## config.mk

```make
export PLATFORM = sky130hd
export DESIGN_NAME = irrx_frame_status_queue
export DESIGN_NICKNAME = d
export VERILOG_FILES = /design/src/rtl/irrx_fsq_pkg.sv /design/src/rtl/irrx_fsq_fifo.sv /design/src/rtl/irrx_fsq_lost.sv /design/src/rtl/irrx_frame_status_queue.sv
export SDC_FILE = /design/constraint.sdc
export NUM_CORES = 1
export LEC_CHECK = 0
export ABC_AREA = 1
export ABC_CLOCK_PERIOD_IN_PS = 3300
export BUFFER_PORTS_ARGS = -buffer_cell sky130_fd_sc_hd__buf_2
export CAP_MARGIN = 15
export CORE_MARGIN = 5
export CORE_UTILIZATION = 45
export DETAILED_ROUTE_END_ITERATION = 8
export HOLD_SLACK_MARGIN = 0.03
export SLEW_MARGIN = 5
export SYNTH_ARGS = -nofsm -noshare
export SYNTH_HDL_FRONTEND = slang
export SYNTH_SLANG_ARGS = --single-unit
```

## constraint.sdc

```tcl
create_clock -name clk -period 3.3 [get_ports clk]
set_clock_uncertainty 0.2 [all_clocks]
set_input_delay 0.165 -clock clk [delete_from_list [all_inputs] [get_ports clk]]
set_output_delay 0.165 -clock clk [all_outputs]
set_load 0.01 [all_outputs]
```

## src/rtl/irrx_fsq_pkg.sv

```systemverilog
package irrx_fsq_pkg;
   localparam int FLEN_W = 13;

   typedef struct packed {
      logic              phy;
      logic              crc;
      logic              over;
      logic [FLEN_W-1:0] len;
   } fsq_entry_t;

   localparam int ENTRY_W = $bits(fsq_entry_t);

   typedef enum logic [1:0] {
      A_STAT  = 2'd0,
      A_LENLO = 2'd1,
      A_LENHI = 2'd2,
      A_LOST  = 2'd3
   } fsq_addr_e;
endpackage

```

## src/rtl/irrx_fsq_fifo.sv

```systemverilog
module irrx_fsq_fifo #(
   parameter int DEPTH = 8,
   parameter int W     = 16,
   localparam int AW   = (DEPTH > 1) ? $clog2(DEPTH) : 1,
   localparam int CW   = $clog2(DEPTH + 1)
) (
   input  logic          clk,
   input  logic          rst_n,
   input  logic          push,
   input  logic          pop,
   input  logic [W-1:0]  din,
   output logic [W-1:0]  dout,
   output logic [CW-1:0] count,
   output logic          full,
   output logic          empty
);
   logic [AW-1:0] wr_ptr, rd_ptr;
   logic [W-1:0]  mem [DEPTH];
   logic          do_push, do_pop;

   assign full    = (count == CW'(DEPTH));
   assign empty   = (count == '0);
   assign do_push = push && !full;
   assign do_pop  = pop && !empty;

   for (genvar i = 0; i < DEPTH; i++) begin : g_slot
      logic [W-1:0] q;
      always_ff @(posedge clk) begin
         if (do_push && (wr_ptr == AW'(i))) q <= din;
      end
      assign mem[i] = q;
   end

   assign dout = mem[rd_ptr];

   always_ff @(posedge clk or negedge rst_n) begin
      if (!rst_n) begin
         wr_ptr <= '0;
         rd_ptr <= '0;
         count  <= '0;
      end else begin
         if (do_push) wr_ptr <= wr_ptr + AW'(1);
         if (do_pop)  rd_ptr <= rd_ptr + AW'(1);
         case ({do_push, do_pop})
            2'b10:   count <= count + CW'(1);
            2'b01:   count <= count - CW'(1);
            default: count <= count;
         endcase
      end
   end
endmodule

```

## src/rtl/irrx_fsq_lost.sv

```systemverilog
module irrx_fsq_lost #(
   parameter int CNT_W = 8
) (
   input  logic             clk,
   input  logic             rst_n,
   input  logic             lose,
   input  logic             data_ovr,
   input  logic             clr,
   output logic             lost_flag,
   output logic             sq_ovr,
   output logic             rx_ovr,
   output logic [CNT_W-1:0] lost_cnt
);
   localparam logic [CNT_W-1:0] CNT_MAX = '1;

   always_ff @(posedge clk or negedge rst_n) begin
      if (!rst_n) begin
         lost_flag <= 1'b0;
         sq_ovr    <= 1'b0;
         rx_ovr    <= 1'b0;
         lost_cnt  <= '0;
      end else begin
         lost_flag <= lose || (lost_flag && !clr);
         sq_ovr    <= lose || (sq_ovr && !clr);
         rx_ovr    <= data_ovr || (rx_ovr && !clr);
         if (clr)
            lost_cnt <= lose ? CNT_W'(1) : '0;
         else if (lose && lost_cnt != CNT_MAX)
            lost_cnt <= lost_cnt + CNT_W'(1);
      end
   end
endmodule

```

## src/rtl/irrx_frame_status_queue.sv

```systemverilog
module irrx_frame_status_queue
   import irrx_fsq_pkg::*;
#(
   parameter int DEPTH = 8,
   parameter int CNT_W = 8
) (
   input  logic              clk,
   input  logic              rst_n,
   input  logic              frame_done,
   input  logic [12:0]       frame_len,
   input  logic              crc_bad,
   input  logic              phy_bad,
   input  logic              data_ovr,
   input  logic [7:0]        max_len_lo,
   input  logic [4:0]        max_len_hi,
   input  logic              rd_en,
   input  logic [1:0]        rd_addr,
   output logic [7:0]        rd_data
);
   localparam int CW = $clog2(DEPTH + 1);

   if (DEPTH < 2 || (DEPTH & (DEPTH - 1)) != 0) begin : g_bad_depth
      $error("DEPTH must be a power of two of at least 2");
   end
   if (CNT_W < 1 || CNT_W > 8) begin : g_bad_cnt
      $error("CNT_W must fit the byte-wide read port");
   end

   fsq_entry_t        push_e, head;
   logic [CW-1:0]     q_count;
   logic              q_full, q_empty;
   logic              lost_flag, sq_ovr, rx_ovr;
   logic [CNT_W-1:0]  lost_cnt;
   logic              pop_rd, stat_rd, lose, ready;

   assign pop_rd  = rd_en && (rd_addr == A_LENHI);
   assign stat_rd = rd_en && (rd_addr == A_STAT);
   assign lose    = frame_done && q_full;
   assign ready   = !q_empty;

   always_comb begin
      push_e.phy  = phy_bad;
      push_e.crc  = crc_bad;
      push_e.over = frame_len > {max_len_hi, max_len_lo};
      push_e.len  = frame_len;
   end

   irrx_fsq_fifo #(.DEPTH(DEPTH), .W(ENTRY_W)) u_fifo (
      .clk   (clk),
      .rst_n (rst_n),
      .push  (frame_done),
      .pop   (pop_rd),
      .din   (push_e),
      .dout  (head),
      .count (q_count),
      .full  (q_full),
      .empty (q_empty)
   );

   irrx_fsq_lost #(.CNT_W(CNT_W)) u_lost (
      .clk       (clk),
      .rst_n     (rst_n),
      .lose      (lose),
      .data_ovr  (data_ovr),
      .clr       (stat_rd),
      .lost_flag (lost_flag),
      .sq_ovr    (sq_ovr),
      .rx_ovr    (rx_ovr),
      .lost_cnt  (lost_cnt)
   );

   always_comb begin
      case (fsq_addr_e'(rd_addr))
         A_STAT:  rd_data = {ready, lost_flag, 1'b0, ready && head.over,
                             ready && head.phy, ready && head.crc, rx_ovr, sq_ovr};
         A_LENLO: rd_data = ready ? head.len[7:0] : 8'h00;
         A_LENHI: rd_data = ready ? {3'b000, head.len[12:8]} : 8'h00;
         default: rd_data = 8'(lost_cnt);
      endcase
   end
endmodule

```

==> summary.md <==
| Metric | Value |
|---|---|
| Cts hold-fix bufs | `19` |
| Yosys reg bits | `149` |
| Power Total | `6.49 mW` |
| Sequential area share after synthesis | `a little under two thirds` |
| Unrepaired setup endpoints after global routing | `false` |
| Final hold vios | `0` |
| Area grow syn2layout | `18.0%` |
| CP Max Fanout | `17` |
| Met1 Track Usage GR | `roughly a quarter` |
| Leak pwr | `~3.3 nW` |
| DRC | `0` |
| Post-synthesis mux area share | `0%` |
| Latest clock arrival within the worst-skew pair | `around 0.42 ns` |
| Largest cells by area after synthesis | `edfxtp_1 56%, dfrtp_1 7.6%, nand2_1 6.2%, nand3_1 4.9%, nor2_1 4.5%` |
| Die Y | `134 microns` |
| Final Worst Setup Slack | `0.544 ns` |
| Nets | `779` |
| Worst stage delay on the critical path | `0.55 ns` |
| Setup TNS | `0 ns` |
| CTS tree | `built` |
| Rows | `45` |
| Antenna diode count | `0` |
| Layout cells sized above 1 | `16.2%` |
| Antenna violations before repair | `0` |
| Drt via density | `5.23` |
| Postcts setup bufs | `0` |
| Final-report max-slew violation count | `0` |
| Worst path buffer plus inverter count | `3` |
| First-pass GRT wire length | `25,400 microns` |
| Vias in the first global route | `4,787` |
| Dpl hpwl | `10,300 microns` |
| Critical Path RT | `2.93 ns` |
| Num CTS Buffers | `17` |
| Outcome | `finished clean` |
| CTS Sinks | `149` |
| Max-cap violations | `0` |
| GR Util met3 | `3.49%` |
| CTS clk-pin slew, worst paths | `0.06 ns` |
| Ys flop type | `edfxtp_1` |
| FILL cells | `1,309` |
| Routed WL | `15,900 microns` |
| Synth Area in Compound Gates | `6.64%` |
| Post-Place Worst Slack | `about 0.76 ns` |
| Top cell type's share of synthesized area | `55.7%` |
| Adder-cell share of the synthesized area | `4.35%` |
| Arrival @ worst endpoint | `2.39 ns` |
| Synthesized area | `6900 sq um` |
| Simple-gate share of the synthesized area | `18.8%` |
| Syn nets | `710` |
| Largest net degree at the start of global routing | `68` |
| Drt first-iter violations | `between 300 and 400` |
| Routed WL per cell | `17.3 microns` |
| Post-synthesis xor/xnor area fraction | `around 1.1%` |
| Antenna-violating nets left | `0` |
| GR Util All Layers | `between 10% and 20%` |
| Cell variety after synth | `37` |
| PostCTS Resize Cnt | `0` |
| Nature of the critical path startpoint | `flip-flop` |
| YS warnings | `0` |
| Max Fclk | `0.363 GHz` |
| Async set or reset register ratio after synthesis | `14.1%` |
| Die ar. | `between 15,000 and 20,000 sq um` |
| Met2 Usage GRT | `30.1%` |
| Hold Crit Class | `in -> async` |
| Die width | `between 100 and 150 microns` |
| Slew @ Worst Pin | `roughly 0.71 ns` |
| Non-Filler Instances | `slightly above 900` |
| Main combinational cell family by area after synthesis | `simple AND/OR/NAND/NOR gates` |
| Pre-antenna DRT Iters | `5` |
| Core ar. | `15,100 sq um` |
| RePlAce Congestion | `0.849` |
| Dpl cells | `between 800 and 900` |
| Slew HR | `around 52%` |
| Clock Tree Buf Depth | `2` |
| IO Pins | `43` |
| Syn avg cell area | `10.6 sq um` |
| Grt total ovfl | `0` |
| H-tree Lvls | `4` |
| Final setup viols | `0` |
| Pwr/cell area | `798 nW/um^2` |
| Vias | `around 4,800` |
| CP delay by family, top | `buffers and inverters` |
| Synth Instances | `about 650` |
| Initial Utilization | `45.7%` |
| CTS Root Cell | `clkbuf_16` |
| Core Util, Final | `53.9%` |
| Peak supply drop | `0.373 mV` |
| CP Capture Type | `primary output` |
| Buffers on Ports | `42` |
| Crit path cell chain | `buf_4 > clkinv_1 > o211ai_1 > nand3_1 > nand4_1 > buf_2` |
| Grt peak-use layer | `met2` |
| Final Critical Period | `2.76 ns` |
| Crit Path Category | `reg -> out` |
| Number of synthesized flops with an enable pin | `128` |
| Slowest-stage cell, CP | `clkinv_1` |
| Largest area contributor in the netlist | `edfxtp_1` |
| Final worst path period share | `83.5%` |
## synth_stat cells (3+ instances only)
cell type and n:
nor2_2 3, nor2_1 82, nand3_1 67, buf_2 12, o211ai_1 9, o21ai_0 27
a21oi_1 12, edfxtp_1 128, nor2_4 3, nand2_1 114, clkbuf_1 6, o21ai_2 4
o21ai_1 25, inv_1 61, dfrtp_1 21, nand4_1 5, xor2_1 8, inv_2 7
buf_4 4, ha_1 24, nor3_1 8
## metrics by stage
| step | hold WS (ns) | cell area (sq um) |
|---|---|---|
| 6_report | 0.0496 | 8140 |
| 5_1_grt | 0.0925 | 8140 |
| 4_1_cts | 0.0476 | 8140 |
| 3_5_place_dp | -0.0388 | 7350 |
| 3_3_place_gp | -0.0372 | 7350 |
| 2_1_floorplan | -0.331 | 6900 |
## where the power goes
| group | leakage (nW) | internal, mW | switching [mW] |
|---|---|---|---|
| clock | 0.291 | 1.20 | 0.768 |
| combinational | 1.59 | 0.632 | 1.39 |
| sequential | 1.42 | 2.38 | 0.139 |
## state kept, by name, summed over array words and instances, names as in the netlist
| name | count |
|---|---|
| u_lost.lost_cnt | 8 |
| u_fifo.g_slot.q | 128 |
| u_fifo.count | 4 |
| u_lost.sq_ovr | 1 |
| u_fifo.rd_ptr | 3 |
| u_lost.lost_flag | 1 |
| u_fifo.wr_ptr | 3 |
| u_lost.rx_ovr | 1 |
## worst paths after layout
| check | start | endpoint | slack (ns) | cells after the start |
|---|---|---|---|---|
| max | u_fifo.rd_ptr[2]$_DFFE_PN0P_ | rd_data[0] | 0.54 | 6 |
| min | rst_n | u_lost.lost_cnt[2]$_DFFE_PN0P_ | 0.05 | 2 |
| max reg2reg | u_fifo.count[0]$_DFFE_PN0P_ | u_fifo.count[2]$_DFFE_PN0P_ | 0.73 | 15 |
| min reg2reg | u_lost.rx_ovr$_DFF_PN0_ | u_lost.rx_ovr$_DFF_PN0_ | 0.29 | 1 |
| max in group asynchronous | rst_n | u_fifo.rd_ptr[0]$_DFFE_PN0P_ | 2.47 | 2 |
| min in group clk | rd_addr[0] | u_lost.sq_ovr$_DFF_PN0_ | 0.10 | 5 |
## layer usage
layer | routed length (microns) | share of wire [%]
met1 | 7330 | 46
met5 | 0 | 0
met3 | 832 | 5.2
met4 | 243 | 1.5
met2 | 7510 | 47
## cells in the final DEF, fill, tap and decap left out, drive strengths merged, types with 9 or more instances in the layout
cell type,netlist,final
dfrtp,21,21
nor2,88,88
a21oi,12,12
ha,24,24
inv,68,72
clkbuf,6,18
nor3,10,10
buf,19,56
edfxtp,128,128
nand3,68,68
o21ai,56,56
dlygate4sd3,0,19
o211ai,9,9
nand2,116,116
## cells by family (layout without fill, tap and decap cells)
kind of cell / Yosys count / after routing
adders and majority gates: 24 / 24
DFF: 149 / 149
buffers and inverters: 94 / 176
xor gates and xnor gates: 9 / 9
AOI/OAI and AO/OA: 82 / 82
and+or+nand+nor: 293 / 293
## worst register-to-register path: stages, from the launching register on
cell and delay (ns):
dfrtp_1 0.44, inv_2 0.08, nand2_2 0.07, nor3_4 0.22, nor2_2 0.10, nand2_1 0.12, inv_2 0.07, ha_1 0.24
nand2_1 0.10, inv_1 0.04, nor2_1 0.19, ha_1 0.19, a21oi_1 0.05, a21oi_1 0.14, o21ai_0 0.10, o21a_1 0.11
## cell type report
type,instances,area (sq um),area share [%]
inverter,69,259,3.18
multi-input combinational,408,2170,26.6
sequential,149,4370,53.7
tap,188,235,2.89
clock buffer,18,429,5.27
timing repair buffer,75,505,6.21
clock inverter,14,173,2.12
Power figures use the tool's default switching activity.
